## config.mk

```make
export PLATFORM = sky130hd
export DESIGN_NAME = tick_timer
export DESIGN_NICKNAME = d
export VERILOG_FILES = /design/src/rtl/tick_timer_pkg.sv /design/src/rtl/ref_edge_sync.sv /design/src/rtl/tick_counter.sv /design/src/rtl/tick_regs.sv /design/src/rtl/tick_timer.sv
export SDC_FILE = /design/constraint.sdc
export NUM_CORES = 1
export LEC_CHECK = 0
export BUFFER_PORTS_ARGS = -buffer_cell sky130_fd_sc_hd__buf_4
export CORE_MARGIN = 1
export CORE_UTILIZATION = 53
export DETAILED_ROUTE_END_ITERATION = 10
export PLACE_DENSITY = 0.86
export SLEW_MARGIN = 20
export SYNTH_ARGS = -nofsm -noshare
export SYNTH_HDL_FRONTEND = slang
export SYNTH_SLANG_ARGS = --single-unit
```

## constraint.sdc

```tcl
create_clock -name clk -period 2.3 [get_ports clk]
set_input_delay 0.46 -clock clk [delete_from_list [all_inputs] [get_ports clk]]
set_output_delay 0.46 -clock clk [all_outputs]
set_load 0.005 [all_outputs]
```

## src/rtl/tick_timer_pkg.sv

```systemverilog
package tick_timer_pkg;
  localparam int CNT_W  = 24;
  localparam int DATA_W = 32;

  typedef enum logic [1:0] {
    REG_CTRL    = 2'd0,
    REG_RELOAD  = 2'd1,
    REG_CURRENT = 2'd2,
    REG_CALIB   = 2'd3
  } reg_idx_e;

  localparam int CTRL_EN_BIT   = 0;
  localparam int CTRL_IRQ_BIT  = 1;
  localparam int CTRL_SRC_BIT  = 2;
  localparam int CTRL_FLAG_BIT = 16;
  localparam int CAL_NOREF_BIT = 31;
  localparam int CAL_SKEW_BIT  = 30;
endpackage

```

## src/rtl/ref_edge_sync.sv

```systemverilog
module ref_edge_sync #(
  parameter int STAGES = 2
) (
  input  logic clk,
  input  logic rst_n,
  input  logic async_in,
  output logic rise
);
  logic [STAGES-1:0] sync_q;
  logic              last_q;

  always_ff @(posedge clk) begin
    if (!rst_n) begin
      sync_q <= '0;
      last_q <= 1'b0;
    end else begin
      sync_q[0] <= async_in;
      for (int i = 1; i < STAGES; i++) sync_q[i] <= sync_q[i-1];
      last_q <= sync_q[STAGES-1];
    end
  end

  assign rise = sync_q[STAGES-1] & ~last_q;
endmodule

```

## src/rtl/tick_counter.sv

```systemverilog
module tick_counter #(
  parameter int W = 24
) (
  input  logic         clk,
  input  logic         rst_n,
  input  logic         run,
  input  logic         clear,
  input  logic [W-1:0] reload,
  output logic [W-1:0] cur,
  output logic         hit
);
  localparam logic [W-1:0] ONE = W'(1);

  always_ff @(posedge clk) begin
    if (!rst_n) begin
      cur <= '0;
      hit <= 1'b0;
    end else begin
      hit <= 1'b0;
      if (clear) begin
        cur <= '0;
      end else if (run) begin
        if (cur == '0) begin
          cur <= reload;
        end else begin
          cur <= cur - ONE;
          hit <= (cur == ONE);
        end
      end
    end
  end
endmodule

```

## src/rtl/tick_regs.sv

```systemverilog
module tick_regs
  import tick_timer_pkg::*;
#(
  parameter int W = CNT_W
) (
  input  logic              clk,
  input  logic              rst_n,
  input  logic              reg_wr,
  input  logic              reg_rd,
  input  logic [1:0]        reg_idx,
  input  logic [W-1:0]      reg_wdata,
  output logic [DATA_W-1:0] reg_rdata,
  input  logic              hit,
  input  logic [W-1:0]      cur,
  input  logic              cal_noref,
  input  logic              cal_skew,
  input  logic [W-1:0]      cal_count,
  output logic              en,
  output logic              irq_en,
  output logic              src_core,
  output logic [W-1:0]      reload,
  output logic              cur_wr
);
  logic flag_q;
  logic ctrl_wr, reload_wr, ctrl_rd;

  assign ctrl_wr   = reg_wr && (reg_idx == REG_CTRL);
  assign reload_wr = reg_wr && (reg_idx == REG_RELOAD);
  assign cur_wr    = reg_wr && (reg_idx == REG_CURRENT);
  assign ctrl_rd   = reg_rd && (reg_idx == REG_CTRL);

  always_ff @(posedge clk) begin
    if (!rst_n) begin
      en       <= 1'b0;
      irq_en   <= 1'b0;
      src_core <= 1'b0;
      reload   <= '0;
      flag_q   <= 1'b0;
    end else begin
      if (ctrl_wr) begin
        en       <= reg_wdata[CTRL_EN_BIT];
        irq_en   <= reg_wdata[CTRL_IRQ_BIT];
        src_core <= reg_wdata[CTRL_SRC_BIT];
      end
      if (reload_wr) reload <= reg_wdata;
      // A zero step seen in the same cycle as a status read is kept.
      if (cur_wr)       flag_q <= 1'b0;
      else if (hit)     flag_q <= 1'b1;
      else if (ctrl_rd) flag_q <= 1'b0;
    end
  end

  always_comb begin
    reg_rdata = '0;
    case (reg_idx)
      REG_CTRL: begin
        reg_rdata[CTRL_EN_BIT]   = en;
        reg_rdata[CTRL_IRQ_BIT]  = irq_en;
        reg_rdata[CTRL_SRC_BIT]  = src_core;
        reg_rdata[CTRL_FLAG_BIT] = flag_q;
      end
      REG_RELOAD:  reg_rdata[W-1:0] = reload;
      REG_CURRENT: reg_rdata[W-1:0] = cur;
      default: begin
        reg_rdata[CAL_NOREF_BIT] = cal_noref;
        reg_rdata[CAL_SKEW_BIT]  = cal_skew;
        reg_rdata[W-1:0]         = cal_count;
      end
    endcase
  end
endmodule

```

## src/rtl/tick_timer.sv

```systemverilog
module tick_timer
  import tick_timer_pkg::*;
#(
  parameter int CNT_BITS    = CNT_W,
  parameter int SYNC_STAGES = 2
) (
  input  logic                clk,
  input  logic                rst_n,
  input  logic                reg_wr,
  input  logic                reg_rd,
  input  logic [1:0]          reg_idx,
  input  logic [CNT_BITS-1:0] reg_wdata,
  output logic [DATA_W-1:0]   reg_rdata,
  input  logic                ref_clk,
  input  logic                cal_noref,
  input  logic                cal_skew,
  input  logic [CNT_BITS-1:0] cal_count,
  output logic                tick_req
);
  logic                en, irq_en, src_core, cur_wr, hit, ref_rise, run;
  logic [CNT_BITS-1:0] reload, cur_val;

  ref_edge_sync #(.STAGES(SYNC_STAGES)) sync_i (
    .clk(clk), .rst_n(rst_n), .async_in(ref_clk), .rise(ref_rise)
  );

  assign run = en && (src_core || ref_rise);

  tick_counter #(.W(CNT_BITS)) cnt_i (
    .clk(clk), .rst_n(rst_n), .run(run), .clear(cur_wr),
    .reload(reload), .cur(cur_val), .hit(hit)
  );

  tick_regs #(.W(CNT_BITS)) regs_i (
    .clk(clk), .rst_n(rst_n), .reg_wr(reg_wr), .reg_rd(reg_rd),
    .reg_idx(reg_idx), .reg_wdata(reg_wdata), .reg_rdata(reg_rdata),
    .hit(hit), .cur(cur_val), .cal_noref(cal_noref), .cal_skew(cal_skew),
    .cal_count(cal_count), .en(en), .irq_en(irq_en), .src_core(src_core),
    .reload(reload), .cur_wr(cur_wr)
  );

  assign tick_req = hit && irq_en;
endmodule

```

==> results of run 1 <==
==> worst register-to-register path: stages, from the launching register on <==
cell and delay [ps]:
dfxtp_1 370, nor4_1 410, nand4_1 200, or3_1 420, buf_4 180, a2111oi_2 320
o22ai_1 130
==> flip-flops by register name (all words and copies together), names as in the netlist <==
| register | cells |
|---|---|
| regs_i.flag_q | 1 |
| cnt_i.cur | 24 |
| regs_i.irq_en | 1 |
| cnt_i.hit | 1 |
| sync_i.last_q | 1 |
| regs_i.reload | 24 |
| regs_i.src_core | 1 |
| sync_i.sync_q | 2 |
| regs_i.en | 1 |
==> worst paths after layout <==
check	to	cells past startpoint	startpoint
setup / recovery	cnt_i.cur[11]	6	cnt_i.cur[20]
hold / removal	sync_i.sync_q[0]	2	ref_clk
setup reg to reg	cnt_i.cur[11]	6	cnt_i.cur[20]
hold reg to reg	sync_i.sync_q[1]	1	sync_i.sync_q[0]
==> routing by layer <==
| layer | GRT usage (%) | wire length, um |
|---|---|---|
| met5 | 0 | 0 |
| met4 | 10.2 | 190 |
| met3 | 4.22 | 698 |
| met2 | 50.9 | 4770 |
| met1 | 41.1 | 4190 |
==> final cells by class <==
cell class,count,area share (%)
clock buffer,7,2.02
inverter,9,0.791
sequential,56,26.3
tap,75,2.20
clock inverter,1,0.176
timing repair buffer,112,20.3
multi-input combinational,307,48.3
==> through the flow <==
step                      cells  hold WS (ps)
after global placement      558           419
after floorplan             408           412
after CTS                   566           356
after detailed placement    558           425
final                       567           360
after global routing        567           351
==> cell usage after synthesis, drive strengths merged (2+ instances only) <==
| master | number | area [sq um] |
|---|---|---|
| a211oi | 2 | 15.0 |
| a21boi | 24 | 180 |
| a21oi | 8 | 40.0 |
| a221oi | 5 | 50.0 |
| a22o | 20 | 175 |
| a22oi | 5 | 37.5 |
| a31oi | 8 | 50.1 |
| and2 | 7 | 43.8 |
| and3 | 3 | 18.8 |
| buf | 15 | 98.8 |
| clkbuf | 21 | 78.8 |
| dfxtp | 56 | 1120 |
| ha | 3 | 37.5 |
| inv | 9 | 33.8 |
| mux2 | 19 | 214 |
| mux2i | 9 | 90.1 |
| mux4 | 4 | 90.1 |
| nand2 | 78 | 295 |
| nand3 | 10 | 50.1 |
| nand4 | 7 | 50.1 |
| nor2 | 13 | 48.8 |
| nor2b | 5 | 31.3 |
| nor3 | 13 | 86.3 |
| nor3b | 2 | 20.0 |
| nor4 | 9 | 77.6 |
| nor4b | 2 | 17.5 |
| o21ai | 10 | 50.0 |
| o22ai | 9 | 56.3 |
| o2bb2ai | 3 | 26.3 |
| o41ai | 2 | 17.5 |
| or2 | 2 | 12.5 |
| or3 | 6 | 37.5 |
==> logic make-up (layout without fill, tap and decap cells) <==
family,after synthesis,after routing
other,1,6
buffers and inverters,45,129
AOI/OAI and AO/OA,104,104
and+or+nand+nor,162,162
muxes,32,32
adders and majority gates,3,3
DFF,56,56
==> where the power goes <==
group	internal (mW)	switching (mW)
clock	0.246	0.327
sequential	0.988	0.0179
combinational	0.198	0.171
==> timing repair <==
action | CTS | global route
resized for setup | 0 | 1
hold buffers | 0 | 0
buffers inserted | 0 | 1
endpoints found under the setup margin | 0 | 1
==> flow_summary.toml, run 1 <==
[synthesis]
async_reset_ff_share_pct = 0
yosysWarningCount = 0
synthMuxAreaShare_pct = 11.7
synthAdderAreaFrac_pct = 1.11
syn_inst = 403
synth_top_family_by_area = "simple AND/OR/NAND/NOR gates"
synth-compound-area-share_pct = 22.9
synth-seq-area-share_pct = 33.3
synth-seq-cells = 56
synth_xor_area_share_pct = 0
synth_edf_count = 0
yosys.area_share.simple_pct = 24.6
synth_area_per_cell_sq_um = 8.36
synth.distinct_cells = 60
synth-main-ff-cell = "dfxtp_1"
synthesis.area_sq_um = 3370

[die]
die_h_um = 81.7
fp.dieW_um = 81.7
rows = 28
start_util_pct = 55.9
core_area_sq_um = 6030
ios = 90
dieArea_sq_um = 6680

[drt]
post-route-drc-count = 0
drt-total-wl_um = 9850
wire_per_inst_um = 17.4
ant_nets = 0
dr.pass1.iters = 5
route.vias.total = 3472
vias_per_cell = 6.12
drtIter0Drc = 269

[worst_hold_path]
hold_path_class = "input pin to flip-flop"

[setup_path]
path_buf_inv = 1
crit_path_end_kind = "flip-flop"
cp-start-kind = "flip-flop"
reg2reg_slack_ps = 140
arrival_ps = 2350
path_cells = "nor4_1, nand4_1, or3_1, buf_4, a2111oi_2, o22ai_1"
cp.required_ps = 2490
critPathSlowestCell = "or3_1"
critPathMaxFanout = 8
cp_top_family = "simple AND/OR/NAND/NOR gates"
slowest_delay_ps = 420
critPathKind = "flip-flop to flip-flop"

[clocking]
tritoncts = "done"
htreeDepth = 2
cts_buffer_depth = 2
cts_sinks = 56
cts_made_buffers = 5
clk_latency_ps = 310
root_buffer = "clkbuf_8"
clk_pin_slew_worst_paths_ps = 100

[timing]
finalHoldViolations = 0
fin_crit_ps = 2160
period_share_pct = 93.9
clock_skew_ps = 4.90
finalSetupViolCount = 0
worst_slew_pin_slew_ps = 954
timing.fmax_mhz = 463
fin_tns_setup_ps = 0
worst_slack_ps = 141
relSlewSlack_pct = 36.0
finalMaxSlewViolations = 0

[pwr]
p_per_area_nw_per_um2 = 456
leakagePower_nw = 1.78
power_mw = 1.95
ir_worst_vdd_mv = 0.375

[cells_and_area]
multiInputGateArea_sq_um = 2060
nFillCells = 478
fin_util_pct = 70.8
drive_above_1_share_pct = 31.1
mostFrequentLayoutCell = "buf_4"
final-seq-area_sq_um = 1120
antenna_cells = 0
fin_nets = 551
final_cell_mix = "110 x buf_4, 77 x nand2_1, 56 x dfxtp_1, 24 x a21boi_0, 20 x a22o_1"
area_delta_synth_final_pct = 26.7
fin_area_sq_um = 4270

[place]
dp_hpwl_um = 7310
numPortBuffers = 83
post_dp_cell_area_sq_um = 4160
dp_slack_ps = 126
routabilityCongestion = 0.946

[flow_run]
max-cap-violations = 0

[grt]
first_global_vias = 3224
grt_max_degree = 33
grt_use_total_pct = 30.8
gr-total-overflow = 0
antenna_found_initial = 0
grt_pass1_wl_um = 15600

[outcome]
run_status = "finished, final reports clean"
No activity file was read; power rests on OpenSTA's default activity.
==> inputs of run 2 (changes only) <==
- RECOVER_POWER: default -> 50
- TNS_END_PERCENT: default -> 10
==> flow_summary.toml, run 2 (synthesis gave the netlist of run 1 again) <==
[die]
fp.dieW_um = 81.7
start_util_pct = 55.9
rows = 28
ios = 90
core_area_sq_um = 6030
dieArea_sq_um = 6680
die_h_um = 81.7

[cells_and_area]
fin_area_sq_um = 4260
final_cell_mix = "104 x buf_4, 77 x nand2_1, 56 x dfxtp_1, 24 x a21boi_0, 20 x a22o_1"
fin_nets = 551
drive_above_1_share_pct = 30.7
antenna_cells = 0
mostFrequentLayoutCell = "buf_4"
reg.largest.list = "cnt_i.cur: 24 flops, regs_i.reload: 24 flops, sync_i.sync_q: 2 flops"
area_delta_synth_final_pct = 26.5

[timing]
clock_skew_ps = 3.58
timing.fmax_mhz = 463
worst_slew_pin_slew_ps = 1100
finalMaxSlewViolations = 0
relSlewSlack_pct = 26.4
period_share_pct = 93.9
whs_ps = 357
finalSetupViolCount = 0
fin_crit_ps = 2160
finalHoldViolations = 0

[flow_run]
max-cap-violations = 0

[pwr]
p_per_area_nw_per_um2 = 456
intPower_mw = 1.43
power_frac_clock_pct = 29.4
combPwrFrac_pct = 18.8
p_switching_mw = 0.514
power_mw = 1.94
ir_worst_vdd_mv = 0.374
power_frac_seq_pct = 51.7
swShare_pct = 26.4
leakagePower_nw = 1.77

[drt]
ant_nets = 0
drt-total-wl_um = 9820
post-route-drc-count = 0
dr.pass1.iters = 5
drtIter0Drc = 251
wire_per_inst_um = 17.3
route.vias.total = 3476
vias_per_cell = 6.13

[place]
dp_hpwl_um = 7310
post_dp_cell_area_sq_um = 4160
numPortBuffers = 83
routabilityCongestion = 0.946

[setup_path]
cp.required_ps = 2490
r2r_start = "cnt_i.cur[2]"
reg2reg_slack_ps = 140
critPathKind = "flip-flop to flip-flop"
slowest_delay_ps = 520
path_depth = 6
r2r_cells = 6
cp_top_family = "simple AND/OR/NAND/NOR gates"
critPathSlowestCell = "nor4_4"
path_buf_inv = 1
crit_path_end_kind = "flip-flop"
cp-start-kind = "flip-flop"
path_cells = "nor4_4, nand2_2, or3_1, buf_4, a2111oi_2, o22ai_1"
arrival_ps = 2350
critPathMaxFanout = 8
regToRegEndpoint = "cnt_i.cur[11]"

[grt]
grt_use_total_pct = 30.8
gr-total-overflow = 0
grt_pass1_wl_um = 15600
antenna_found_initial = 0
first_global_vias = 3224
grt_max_degree = 33

[clocking]
cts_sinks = 56
holdBufCountCts = 0
cts_made_buffers = 5
htreeDepth = 2
cts_buffer_depth = 2
root_buffer = "clkbuf_8"
clk_pin_slew_worst_paths_ps = 100
clk_latency_ps = 310
tritoncts = "done"

[worst_hold_path]
min_to = "sync_i.sync_q[0]"
hold_path_class = "input pin to flip-flop"
worstHoldStart = "ref_clk"
holdPathStages = 2

[outcome]
run_status = "finished, final reports clean"
run 2: repair_timing:
| action | 4_1_cts | 5_1_grt |
|---|---|---|
| setup endpoints to repair | 0 | 1 |
| resized for setup | 0 | 1 |
| buffers inserted | 0 | 1 |
| hold endpoints to repair | 0 | 0 |
run 2: routing by layer:
metal  global-route usage (%)  share of wire (%)
met1                     41.1                 43
met2                     50.9                 48
met3                     4.22                7.0
met4                     10.2                2.2
met5                        0                  0
run 2: power groups by stage:
stage                     logic (mW)  registers [mW]  clock network, mW
after detailed placement       0.363            1.03                  0
after global routing           0.396            1.01              0.609
final                          0.366            1.01              0.572
after global placement         0.355            1.03                  0
after CTS                      0.365            1.01              0.578
after floorplan                0.201            1.02                  0
run 2: final cells by class:
cell class / count / area [sq um]
Clock inverter: 1 / 7.51
Inverter: 9 / 33.8
Sequential cell: 56 / 1120
Timing Repair Buffer: 112 / 862
Tap cell: 75 / 93.8
Fill cell: 481 / 1770
Multi-Input combinational cell: 307 / 2060
Clock buffer: 7 / 86.3
run 2: how the worst max path moves through the flow:
stage          slack, ps          from       endpoint
4_1_cts              110  cnt_i.cur[0]  cnt_i.cur[20]
5_1_grt               -8  cnt_i.cur[0]  cnt_i.cur[20]
6_report             140  cnt_i.cur[2]  cnt_i.cur[11]
3_5_place_dp         130  cnt_i.cur[0]  cnt_i.cur[20]
3_3_place_gp         190  cnt_i.cur[0]  cnt_i.cur[20]
2_1_floorplan        150    reg_idx[1]  reg_rdata[10]
run 2: through the flow:
step	util (%)	cells	setup WS [ps]	TNS (ps)
floorplan	-	408	148	0
global placement	69.1	558	194	0
detailed placement	69.1	558	126	0
CTS	70.6	566	106	0
global route	70.7	567	-7.61	-7.61
finish	70.7	567	140	0
==> inputs of run 3 (changes only) <==
- CORE_UTILIZATION: 53 -> 55
- PLACE_DENSITY: 0.86 -> 0.89
- clock period: 2.3 -> 2.6 ns (I/O delays scaled with it)
==> flow_summary.toml, run 3 (synthesis gave the netlist of run 1 again) <==
[worst_hold_path]
min_to = "sync_i.sync_q[0]"
hold_path_class = "input pin to flip-flop"
worstHoldStart = "ref_clk"
holdPathStages = 2

[timing]
rsz0062_at_grt = "false"
clock_skew_ps = 14.1
fin_crit_ps = 2400
period_share_pct = 92.3
timing.fmax_mhz = 417
fin_tns_setup_ps = 0
finalHoldViolations = 0
finalMaxSlewViolations = 0
worst_slew_pin_slew_ps = 978
relSlewSlack_pct = 34.8
finalSetupViolCount = 0

[cells_and_area]
reg.largest.list = "cnt_i.cur: 24 flops, regs_i.reload: 24 flops, sync_i.sync_q: 2 flops"
drive_above_1_share_pct = 28.6
mostFrequentLayoutCell = "buf_4"
antenna_cells = 0
fin_util_pct = 69.6
nFillCells = 501
final_cell_mix = "89 x buf_4, 77 x nand2_1, 56 x dfxtp_1, 24 x a21boi_0, 20 x a22o_1"
fin_nets = 538
multiInputGateArea_sq_um = 2040
final-seq-area_sq_um = 1120
area_delta_synth_final_pct = 22.4

[clocking]
clk_latency_ps = 320
cts_sinks = 56
cts_buffer_depth = 2
htreeDepth = 2
cts_made_buffers = 5
holdBufCountCts = 0
tritoncts = "done"
cts-resized-gates = 0
root_buffer = "clkbuf_8"
post-cts-setup-buffers = 0
clk_pin_slew_worst_paths_ps = 120

[drt]
ant_nets = 0
wirelength_met1_um = 4300
top_layer = "met4"
vias_per_cell = 6.15
wl_met2_um = 4250
wire_per_inst_um = 17.0
met3_length_um = 691
post-route-drc-count = 0
dr.pass1.iters = 5
drtIter0Drc = 288
drt-total-wl_um = 9430
route.vias.total = 3408

[place]
numPortBuffers = 83
routabilityCongestion = 0.953
dp_hpwl_um = 6960

[pwr]
leakagePower_nw = 1.68
swShare_pct = 27.8
intPower_mw = 1.23
p_per_area_nw_per_um2 = 414
p_switching_mw = 0.474
power_frac_clock_pct = 29.7
power_frac_seq_pct = 52.3
ir_worst_vdd_mv = 0.325
combPwrFrac_pct = 18.0

[grt]
grt_max_degree = 33
antenna_found_initial = 0
gr-total-overflow = 0
first_global_vias = 2995
grt_use_total_pct = 30.3
grt_pass1_wl_um = 14900

[flow_run]
max-cap-violations = 0

[die]
dieArea_sq_um = 6440
die_h_um = 80.3
start_util_pct = 56.9
rows = 28
fp.dieW_um = 80.3
ios = 90
core_area_sq_um = 5920

[setup_path]
regToRegEndpoint = "cnt_i.cur[23]"
path_buf_inv = 1
arrival_ps = 2630
critPathSlowestCell = "nor4_1"
critPathKind = "flip-flop to flip-flop"
critPathMaxFanout = 8
cp-start-kind = "flip-flop"
reg2reg_slack_ps = 200
cp.required_ps = 2830
crit_path_end_kind = "flip-flop"
slowest_delay_ps = 530
r2r_start = "cnt_i.cur[2]"
cp_common_cell = "nor4_1"
cp_top_family = "simple AND/OR/NAND/NOR gates"
path_cells = "nor4_1, buf_4, nand4_1, nor4_1, o21ai_0, a221oi_1"
r2r_cells = 6

[outcome]
run_status = "finished, final reports clean"
run 3: cell type report:
| class | count | share of cell area [%] |
|---|---|---|
| Tap cell | 75 | 2.28 |
| Sequential cell | 56 | 27.2 |
| Inverter | 9 | 0.820 |
| Multi-Input combinational cell | 307 | 49.5 |
| Clock inverter | 3 | 0.546 |
| Clock buffer | 5 | 1.67 |
| Timing Repair Buffer | 99 | 18.0 |
run 3: metal layers:
metal  vias to the layer above  global-route usage [%]
li1                       1613                       -
met1                      1616                    43.9
met2                       159                    45.7
met3                        20                    4.55
met4                         0                    10.0
met5                         -                       0
run 3: worst max-delay path by stage:
stage	cells past startpoint	endpoint	startpoint	slack, ps
6_report	6	cnt_i.cur[23]	cnt_i.cur[2]	200
5_1_grt	7	cnt_i.cur[20]	cnt_i.cur[0]	60
4_1_cts	7	cnt_i.cur[20]	cnt_i.cur[0]	240
3_5_place_dp	7	cnt_i.cur[20]	cnt_i.cur[0]	290
3_3_place_gp	6	cnt_i.cur[19]	cnt_i.cur[19]	360
2_1_floorplan	4	reg_rdata[10]	reg_idx[1]	330
run 3: power by group through the flow:
stage | clock network [mW] | logic (mW) | registers [mW]
after floorplan | 0 | 0.178 | 0.903
after global placement | 0 | 0.301 | 0.911
after detailed placement | 0 | 0.306 | 0.912
after CTS | 0.510 | 0.307 | 0.892
after global routing | 0.545 | 0.333 | 0.894
final | 0.508 | 0.307 | 0.892
run 3: stage by stage:
stage / area, sq um / power (mW) / setup WS, ps / hold slack [ps] / cells
2_1_floorplan: 3390 / 1.08 / 328 / 412 / 408
3_3_place_gp: 4060 / 1.21 / 364 / 416 / 546
3_5_place_dp: 4060 / 1.22 / 293 / 436 / 546
4_1_cts: 4150 / 1.71 / 243 / 408 / 554
5_1_grt: 4120 / 1.77 / 62.1 / 405 / 554
6_report: 4120 / 1.71 / 199 / 410 / 554
